==> config.mk <==
export PLATFORM = sky130hd
export DESIGN_NAME = stc_decoder
export DESIGN_NICKNAME = d
export VERILOG_FILES = /design/src/rtl/stc_pkg.sv /design/src/rtl/stc_syn.sv /design/src/rtl/stc_loc.sv /design/src/rtl/stc_ctrl.sv /design/src/rtl/stc_decoder.sv
export SDC_FILE = /design/constraint.sdc
export NUM_CORES = 1
export LEC_CHECK = 0
export ABC_AREA = 0
export CAP_MARGIN = 25
export CORE_UTILIZATION = 40
export CTS_CLUSTER_SIZE = 24
export DETAILED_ROUTE_END_ITERATION = 8
export SYNTH_ARGS = -nofsm -noshare
export SYNTH_HDL_FRONTEND = slang
export SYNTH_SLANG_ARGS = --single-unit
==> constraint.sdc <==
create_clock -name clk -period 1.95 [get_ports clk]
set_input_delay 0.2925 -clock clk [delete_from_list [all_inputs] [get_ports clk]]
set_output_delay 0.2925 -clock clk [all_outputs]
set_load 0.005 [all_outputs]
==> src/rtl/stc_pkg.sv <==
package stc_pkg;

  typedef enum logic [1:0] {
    ST_READY = 2'd0,
    ST_SYN   = 2'd1,
    ST_FIX   = 2'd2
  } stc_state_t;

  // Weight of codeword position q for a code with p syndrome bits.
  // Low positions carry unit vectors; the rest take non-powers of two.
  function automatic int cw_label(input int q, input int p);
    int res;
    int cnt;
    res = 0;
    cnt = 0;
    if (q < p) begin
      res = 1 << q;
    end else begin
      for (int v = 3; v < (1 << p); v++) begin
        if ((v & (v - 1)) != 0) begin
          if (cnt == q - p) res = v;
          cnt++;
        end
      end
    end
    return res;
  endfunction

endpackage

==> src/rtl/stc_syn.sv <==
module stc_syn #(
  parameter int M = 8,
  parameter int P = 5
) (
  input  logic [M-1:0] row_bits,
  input  logic [M-1:0] col_bits,
  output logic [P-1:0] syn
);

  always_comb begin
    syn = '0;
    for (int q = 0; q < M; q++) begin
      if (row_bits[q]) syn = syn ^ P'(stc_pkg::cw_label(q, P));
      if (col_bits[q]) syn = syn ^ P'(stc_pkg::cw_label(M + q, P));
    end
  end

endmodule

==> src/rtl/stc_loc.sv <==
module stc_loc #(
  parameter int M = 8,
  parameter int P = 5
) (
  input  logic [P-1:0] syn,
  output logic [M-1:0] row_flip,
  output logic [M-1:0] col_flip
);

  for (genvar q = 0; q < M; q++) begin : g_pos
    localparam logic [P-1:0] LROW = P'(stc_pkg::cw_label(q, P));
    localparam logic [P-1:0] LCOL = P'(stc_pkg::cw_label(M + q, P));
    assign row_flip[q] = (syn == LROW);
    assign col_flip[q] = (syn == LCOL);
  end

endmodule

==> src/rtl/stc_ctrl.sv <==
module stc_ctrl #(
  parameter int ITERS = 2
) (
  input  logic clk,
  input  logic rst,
  input  logic in_valid,
  output logic in_ready,
  output logic accept,
  output logic syn_en,
  output logic fix_en,
  output logic col_phase
);

  localparam int IW = (ITERS > 1) ? $clog2(ITERS) : 1;

  stc_pkg::stc_state_t st;
  logic [IW-1:0]       iter;

  assign in_ready = (st == stc_pkg::ST_READY);
  assign accept   = in_ready && in_valid;
  assign syn_en   = (st == stc_pkg::ST_SYN);
  assign fix_en   = (st == stc_pkg::ST_FIX);

  always_ff @(posedge clk) begin
    if (rst) begin
      st        <= stc_pkg::ST_READY;
      iter      <= '0;
      col_phase <= 1'b0;
    end else begin
      case (st)
        stc_pkg::ST_READY: begin
          if (accept) begin
            st        <= stc_pkg::ST_SYN;
            iter      <= '0;
            col_phase <= 1'b0;
          end
        end
        stc_pkg::ST_SYN: st <= stc_pkg::ST_FIX;
        stc_pkg::ST_FIX: begin
          if (!col_phase) begin
            col_phase <= 1'b1;
            st        <= stc_pkg::ST_SYN;
          end else if (iter == IW'(ITERS - 1)) begin
            st <= stc_pkg::ST_READY;
          end else begin
            iter      <= iter + 1'b1;
            col_phase <= 1'b0;
            st        <= stc_pkg::ST_SYN;
          end
        end
        default: st <= stc_pkg::ST_READY;
      endcase
    end
  end

endmodule

==> src/rtl/stc_decoder.sv <==
module stc_decoder #(
  parameter int M     = 8,
  parameter int B     = 3,
  parameter int ITERS = 2
) (
  input  logic           clk,
  input  logic           rst,
  input  logic           in_valid,
  output logic           in_ready,
  input  logic [M*M-1:0] in_data,
  output logic           out_valid,
  output logic [M*M-1:0] out_data
);

  localparam int BW = M * M;
  localparam int P  = $clog2(2 * M + 1);
  localparam int NC = B - 1;
  localparam int FW = $clog2(B + 1);

  logic [B-1:0][BW-1:0]         win;
  logic [B-1:0][BW-1:0]         flip;
  logic [B-1:0]                 wr_en;
  logic [NC-1:0][M-1:0][P-1:0]  syn_d;
  logic [NC-1:0][M-1:0][P-1:0]  syn_q;
  logic [NC-1:0][M-1:0][M-1:0]  rf_all;
  logic [NC-1:0][M-1:0][M-1:0]  cf_all;
  logic [FW-1:0]                fill;
  logic                         accept;
  logic                         syn_en;
  logic                         fix_en;
  logic                         col_phase;
  logic                         syn_any;

  stc_ctrl #(.ITERS(ITERS)) u_ctrl (
    .clk       (clk),
    .rst       (rst),
    .in_valid  (in_valid),
    .in_ready  (in_ready),
    .accept    (accept),
    .syn_en    (syn_en),
    .fix_en    (fix_en),
    .col_phase (col_phase)
  );

  // One syndrome unit and one locator per codeword (k,i).
  for (genvar k = 0; k < NC; k++) begin : g_pair
    for (genvar i = 0; i < M; i++) begin : g_cw
      logic [M-1:0] colv;
      for (genvar r = 0; r < M; r++) begin : g_col
        assign colv[r] = win[k+1][r*M+i];
      end
      stc_syn #(.M(M), .P(P)) u_syn (
        .row_bits (win[k][i*M +: M]),
        .col_bits (colv),
        .syn      (syn_d[k][i])
      );
      stc_loc #(.M(M), .P(P)) u_loc (
        .syn      (syn_q[k][i]),
        .row_flip (rf_all[k][i]),
        .col_flip (cf_all[k][i])
      );
    end
  end

  assign syn_any = |syn_q;

  // Row pass touches row halves (slots 0..B-2), column pass column halves.
  always_comb begin
    flip = '0;
    for (int k = 0; k < NC; k++) begin
      for (int i = 0; i < M; i++) begin
        for (int r = 0; r < M; r++) begin
          if (!col_phase) flip[k][i*M+r]   = rf_all[k][i][r];
          else            flip[k+1][r*M+i] = cf_all[k][i][r];
        end
      end
    end
  end

  // Per-slot write enable: a slot is only clocked when a fix lands in it.
  for (genvar k = 0; k < B; k++) begin : g_we
    assign wr_en[k] = fix_en && (|flip[k]);
  end

  always_ff @(posedge clk) begin
    if (rst) begin
      win       <= '0;
      syn_q     <= '0;
      fill      <= '0;
      out_valid <= 1'b0;
      out_data  <= '0;
    end else begin
      out_valid <= 1'b0;
      if (accept) begin
        win[0] <= in_data;
        for (int k = 1; k < B; k++) win[k] <= win[k-1];
        out_data  <= win[B-1];
        out_valid <= (fill == FW'(B));
        if (fill != FW'(B)) fill <= fill + 1'b1;
      end else begin
        for (int k = 0; k < B; k++) begin
          if (wr_en[k]) win[k] <= win[k] ^ flip[k];
        end
      end
      if (syn_en) syn_q <= syn_d;
    end
  end

endmodule

==> impl_summary.log, run 1 <==
[metrics] result of the run: finished with violations
[metrics] failing checks: negative setup slack
[metrics] DPL Wire Length: between 60000 and 70000 um
[metrics] standby leakage power: 8.34 nW
[metrics] ys flop type: sky130_fd_sc_hd__dfxtp_1
[metrics] post-route core utilization: 51.5%
[metrics] Root Buffer: sky130_fd_sc_hd__clkbuf_16
[metrics] Achievable Freq: 504 MHz
[metrics] proportion of power drawn by combinational gates: between 20% and 30%
[metrics] CP Capture Point: g_pair[1].g_cw[1].colv[7]
[metrics] highest-count cells in the layout ignoring fill and taps: 345 x sky130_fd_sc_hd__xnor2_1, 341 x sky130_fd_sc_hd__dfxtp_1, 265 x sky130_fd_sc_hd__nand2_1
[metrics] most used routing layer: met2
[metrics] post-synthesis to final-layout area growth: 26.1%
[metrics] worst setup path category: register to register
[metrics] flop and latch count out of synthesis: 343
[metrics] chip width: 224 um
[metrics] max-slew violation total from the final report: 0
[metrics] maximum clock path buffer count: 3
[metrics] Final Routed Wirelength: ~79000 um
[metrics] initial antenna violation count: 1
[metrics] # setup viols final: 1
[metrics] post-synth net total: ~2500
[metrics] Yosys Warn Count: 0
[metrics] Worst Hold Slack: between 20 and 30 ps
[metrics] sequence of cells on the critical path: buf_6 > and3b_2 > buf_12 > nand4b_1 > or3_1 > a311oi_1
[metrics] DR vias: 19100
[metrics] largest area contributor in the netlist: sky130_fd_sc_hd__dfxtp_1
[metrics] core box area: approximately 0.048 mm^2
[metrics] Crit Reg-Reg Startpoint: u_ctrl.col_phase
[metrics] Synth Instances: 2390
[metrics] most area-consuming cells after synthesis: sky130_fd_sc_hd__dfxtp_1 35%, sky130_fd_sc_hd__xnor2_1 15%, sky130_fd_sc_hd__a211oi_1 6.7%
[metrics] hold crit path type: input port to register
[metrics] met2 demand-to-capacity share in global routing: 46.6%
[metrics] setup repair after global routing missed its margin: true
[metrics] Mapped Avg Cell Area: 8.21 um^2
[metrics] vias in the first global route: around 18000
[metrics] transition at the pin with the smallest max-transition slack: about 870 ps
[metrics] worst vdd rail ir drop: around 0.0007 V
[metrics] TritonCTS clock tree: done
[metrics] std cell rows: 80
[metrics] Net Sw Power: just under 7 mW
[metrics] routed length per instance: between 20 and 25 um
[metrics] NumNets Final: between 2000 and 3000
[metrics] slowest stage delay, CP: about 430 ps
[metrics] data required time at the worst endpoint: between 2000 and 2500 ps
[metrics] most common library cell in the layout ignoring fill and taps: sky130_fd_sc_hd__xnor2_1
[metrics] total CTS buffers: 41
[metrics] Distinct cells, synth: between 60 and 70
[metrics] part of the total power dissipated in sequential elements: 38.4%
[metrics] Worst Setup Start Kind: register
[metrics] CP endpoint kind: register
[metrics] Die Y: between 200 and 250 um
[metrics] Relative slew margins: between 40% and 50%
[metrics] Initial Utilization: 40.9%
[metrics] DRC errors left: 0
[metrics] total power divided by cell area: between 800 and 900 mW/mm^2
[metrics] ratio of cells with drive above 1 in the final layout: 15.5%
[metrics] share of total power in the clock network: a little under two fifths
[metrics] TritonCTS sink count: around 340
[metrics] Arr. time, crit path: about 2500 ps
[metrics] setup slack at placement: -179 ps
[metrics] GP Congestion: ~1.0
[metrics] post-synthesis instance area: 0.0196 mm^2
[metrics] Final Hold Fails: 0
[metrics] initial detailed-routing violation count: slightly below 2000
[metrics] number of flops mapped to enable cells by yosys: 0
[metrics] met1 track demand over resource in global routing: between 40% and 50%
[metrics] first-pass GRT wire length: ~120000 um
[metrics] overall fraction of global-route tracks in use: 31.5%
[metrics] part of the Yosys area used for sequential elements: 35.0%
[metrics] final cycle utilization of the critical path: 102%
[metrics] area fraction of the dominant cell type after synthesis: a little over a third
[metrics] H-tree level count: 2
[metrics] internal power: roughly 15 mW
[metrics] largest fanout of any net on the critical path: 11
[metrics] antenna-violating nets left: 0
[metrics] io pins: about 130
[metrics] min Tclk post-route: roughly 2000 ps
[metrics] Layout fillers: about 4600
[metrics] area of the die: 0.0500 mm^2
[metrics] average vias per placed instance: 5.88
[metrics] worst setup skew after layout: 25.6 ps
[metrics] maximum number of pins on one net before global-route repair: 85
[metrics] slack of the worst reg-to-reg path: -40 ps
[metrics] CP max stage cell: sky130_fd_sc_hd__dfxtp_4
[metrics] depth of the most critical reg-to-reg path: 6
[metrics] fraction of power spent switching nets: 31.7%
[metrics] clock insertion delay at the later pin of the skew report: about 590 ps
[metrics] first-pass detailed-route iteration total: 6
[metrics] met3 Usage GRT: under 10%
[metrics] cell depth of the worst hold path: 2
[metrics] global route total overflow: 0
[metrics] total power after layout: approximately 22 mW
[metrics] count of input and output buffers: 132
[metrics] endpoint of the worst register-to-register path: g_pair[1].g_cw[1].colv[7]
[metrics] smallest setup slack after layout: -35.2 ps
[metrics] Synth async-reset ratio: 0%
[metrics] clock slew seen by the registers of the worst setup and hold paths: roughly 60 ps
[metrics] timing startpoint of the critical path: u_ctrl.col_phase
[metrics] count of max-cap constraint violations: 0
flip-flops by register name, indices dropped and copies added (netlist names):
register          flops
u_ctrl.st             2
out_valid             1
out_data             64
syn_q                80
fill                  2
g_pair.g_cw.colv    128
win                  64
u_ctrl.col_phase      1
u_ctrl.iter           1
routing by layer:
metal  routed length (um)  share of wire [%]
met1                34600                 44
met3                 7120                9.0
met4                 4170                5.3
met5                    0                  0
met2                33500                 42
power by group through the flow:
| stage | registers (mW) | logic [mW] | clock network (mW) |
|---|---|---|---|
| floorplan | 8.07 | 3.39 | 0 |
| global placement | 8.49 | 4.96 | 0 |
| detailed placement | 8.50 | 5.00 | 0 |
| CTS | 8.35 | 5.06 | 8.36 |
| global route | 8.44 | 5.53 | 8.63 |
| finish | 8.39 | 5.19 | 8.25 |
cells in the mapped netlist, drive strengths merged, types with 4 or more instances:
library cell and instances:
a31oi 34, nor2 255, nand3 18, a311oi 6, o211ai 61, nand2b 16, clkbuf 149, xor2 126
a22oi 37, buf 66, nand4b 13, nand3b 9, and4b 5, nand2 266, and2 8, nor4 22
a211oi 177, xnor2 345, inv 6, nor2b 42, a21oi 153, nor4b 14, o21ai 10, mux2 4
a32oi 21, nand4 18, nor3b 26, dfxtp 343, or3 40, and3 8, nor3 68
cell families (layout without fill, tap and decap cells):
group           count (synthesis)  in the layout  share of synthesized area, %
compound gates                507            507                          17.4
other cells                     0              1                             0
flops                         343            343                          35.0
xor+xnor                      471            471                          21.0
mux                             4              4                         0.249
simple gates                  843            843                          21.6
buf+inv                       221            465                          4.66
fa+ha+maj                       1              1                        0.0637
area by class of cell:
type                    count  area, um^2  area share [%]
flip-flops and latches    343        6870            27.7
inverters                   6        22.5          0.0910
repair buffers            386        3560            14.4
clock buffers              53        1150            4.65
well taps                 615         769            3.11
multi-input cells        1826       12100            48.9
diodes                      1        2.50          0.0101
clock inverters            20         283            1.14
per-stage QoR:
stage                     instance area [um^2]  std cells  setup TNS, ps
after global routing                     24800       3249           -423
after detailed placement                 23000       3169          -1430
after CTS                                24500       3242              0
after floorplan                          19600       2390              0
after global placement                   23000       3169           -609
final                                    24800       3250          -35.2
worst max-delay path, delay by kind of cell, from the launching register on:
kind | cells | cell delay (ps)
AO/OA/AOI/OAI | 1 | 280
buffers and inverters | 2 | 280
flip-flops | 1 | 430
AND/OR/NAND/NOR | 3 | 870
what timing repair did:
action / in CTS / in global routing
endpoints found under the setup margin: 36 / 49
setup buffers: 0 / 7
resized for setup: 16 / 33
hold buffers: 0 / 0
pin swaps: 1 / 10
worst min-delay path by stage:
stage                    to         start
4_1_cts        out_data[16]           rst
5_1_grt        out_data[16]           rst
6_report       out_data[20]           rst
3_5_place_dp   out_data[61]  out_data[61]
3_3_place_gp   out_data[38]  out_data[38]
2_1_floorplan       win[41]   in_data[41]
Note: power is estimated with default switching activity, not from simulation.
==> inputs of run 2 (changes only) <==
CAP_MARGIN = 5   (was 25)
clock period = 2 ns   (was 1.95 ns; I/O delays follow)
==> run 2 against run 1 <==
The run now ends clean. Maximum frequency rose by 2.0%. Global-route usage fell by 0.83 points. Via count fell by 2.2%. Setup slack improved by 90 ps. Highest routed layer unchanged.
==> impl_summary.log, run 2 (synthesis results as in run 1) <==
[metrics] result of the run: finished, final reports clean
[metrics] data required time at the worst endpoint: between 2000 and 2500 ps
[metrics] initial antenna violation count: 1
[metrics] count of input and output buffers: about 130
[metrics] most common library cell in the layout ignoring fill and taps: sky130_fd_sc_hd__xnor2_1
[metrics] post-CTS setup buffer count: 0
[metrics] DRC errors left: 0
[metrics] total power divided by cell area: ~850 mW/mm^2
[metrics] Final Hold Fails: 0
[metrics] H-tree level count: 2
[metrics] routed length per instance: 24.1 um
[metrics] DR vias: ~19000
[metrics] TritonCTS clock tree: done
[metrics] hold crit path type: input port to register
[metrics] initial detailed-routing violation count: about 1900
[metrics] std cell rows: 80
[metrics] setup repair after global routing missed its margin: true
[metrics] Achievable Freq: 514 MHz
[metrics] Worst Setup Start Kind: register
[metrics] TritonCTS sink count: between 300 and 400
[metrics] vias in the first global route: between 15000 and 20000
[metrics] Arr. time, crit path: about 2400 ps
[metrics] clock insertion delay at the later pin of the skew report: roughly 570 ps
[metrics] Relative slew margins: between 50% and 60%
[metrics] min Tclk post-route: between 1500 and 2000 ps
[metrics] GP Congestion: ~0.99
[metrics] final cycle utilization of the critical path: between 90% and 100%
[metrics] average vias per placed instance: about 5.8
[metrics] DPL Wire Length: roughly 60000 um
[metrics] slack of the worst reg-to-reg path: 50 ps
[metrics] overall fraction of global-route tracks in use: 30.7%
[metrics] setup slack at placement: -244 ps
[metrics] standby leakage power: a little over 8 nW
[metrics] smallest setup slack after layout: approximately 54 ps
[metrics] total CTS buffers: just over 40
[metrics] chip width: roughly 220 um
[metrics] global route total overflow: 0
[metrics] max-slew violation total from the final report: 0
[metrics] ratio of cells with drive above 1 in the final layout: approximately an eighth
[metrics] transition at the pin with the smallest max-transition slack: 708 ps
[metrics] CP endpoint kind: register
[metrics] timing startpoint of the critical path: u_ctrl.col_phase
[metrics] hold path startpoint: rst
[metrics] worst setup skew after layout: 13.1 ps
[metrics] antenna-violating nets left: 0
[metrics] number of buffers inserted for hold repair after clock tree synthesis: 0
[metrics] first-pass GRT wire length: about 110000 um
[metrics] clock slew seen by the registers of the worst setup and hold paths: around 60 ps
[metrics] maximum clock path buffer count: 3
[metrics] first-pass detailed-route iteration total: 5
[metrics] core box area: 0.0480 mm^2
[metrics] Root Buffer: sky130_fd_sc_hd__clkbuf_16
[metrics] NumNets Final: between 2000 and 3000
[metrics] largest fanout of any net on the critical path: 11
[metrics] io pins: 133
[metrics] area of the die: ~0.05 mm^2
[metrics] highest-count cells in the layout ignoring fill and taps: 345 x sky130_fd_sc_hd__xnor2_1, 342 x sky130_fd_sc_hd__dfxtp_1, 265 x sky130_fd_sc_hd__nand2_1
[metrics] post-route core utilization: about half
[metrics] maximum number of pins on one net before global-route repair: a little under 100
[metrics] worst setup path category: register to register
[metrics] max reg flops: between 100 and 150
[metrics] Initial Utilization: approximately two fifths
[metrics] worst vdd rail ir drop: just under 0.0005 V
[metrics] count of max-cap constraint violations: 0
[metrics] Crit Reg-Reg Startpoint: u_ctrl.col_phase
[metrics] Die Y: ~220 um
[metrics] # setup viols final: 0
[metrics] Final Routed Wirelength: between 70000 and 80000 um
[metrics] post-synthesis to final-layout area growth: 23.7%
[run 2: final cells by class]
type | instances | area (um^2)
Fill cell | 4659 | 23800
Clock buffer | 56 | 1160
Sequential cell | 343 | 6870
Inverter | 6 | 22.5
Tap cell | 615 | 769
Clock inverter | 15 | 150
Antenna cell | 1 | 2.50
Multi-Input combinational cell | 1826 | 12000
Timing Repair Buffer | 351 | 3330
[run 2: stage by stage]
step	area, um^2	instances	hold WS [ps]	power [mW]	TNS, ps
floorplan	19600	2390	445	11.2	0
global placement	22900	3141	443	13.1	-8950
detailed placement	22900	3141	446	13.1	-9450
CTS	24200	3212	74.6	20.6	0
global route	24300	3212	87.7	21.4	-59.5
finish	24300	3213	89.3	20.7	0
[run 2: critical path, cell delays in order (launching register included)]
cell and delay [ps]:
sky130_fd_sc_hd__dfxtp_4 450, sky130_fd_sc_hd__buf_4 160, sky130_fd_sc_hd__and3b_1 230, sky130_fd_sc_hd__buf_12 160
sky130_fd_sc_hd__nand4b_1 180, sky130_fd_sc_hd__or3_1 380, sky130_fd_sc_hd__a311oi_2 280
[run 2: report_power, final]
part           internal [mW]  switching (mW)
registers               7.31           0.869
logic                   2.35            2.60
clock network           4.43            3.11
[run 2: final timing paths]
check | end | cells past startpoint
setup reg to reg | g_pair[1].g_cw[1].colv[7] | 6
setup / recovery | g_pair[1].g_cw[1].colv[7] | 6
hold / removal | out_data[28] | 2
hold reg to reg | out_data[36] | 2
[run 2: metal layers]
metal	global-route usage, %	vias to the layer above	part of all wire [%]
li1	-	8671	-
met1	42.3	8950	43
met2	45.4	882	42
met3	5.14	186	8.9
met4	17.1	0	5.9
met5	0	-	0
[run 2: repair_timing]
action,4_1_cts,5_1_grt
endpoints found under the setup margin,11,45
resized for setup,6,17
pin swaps,0,1
gates cloned,0,0
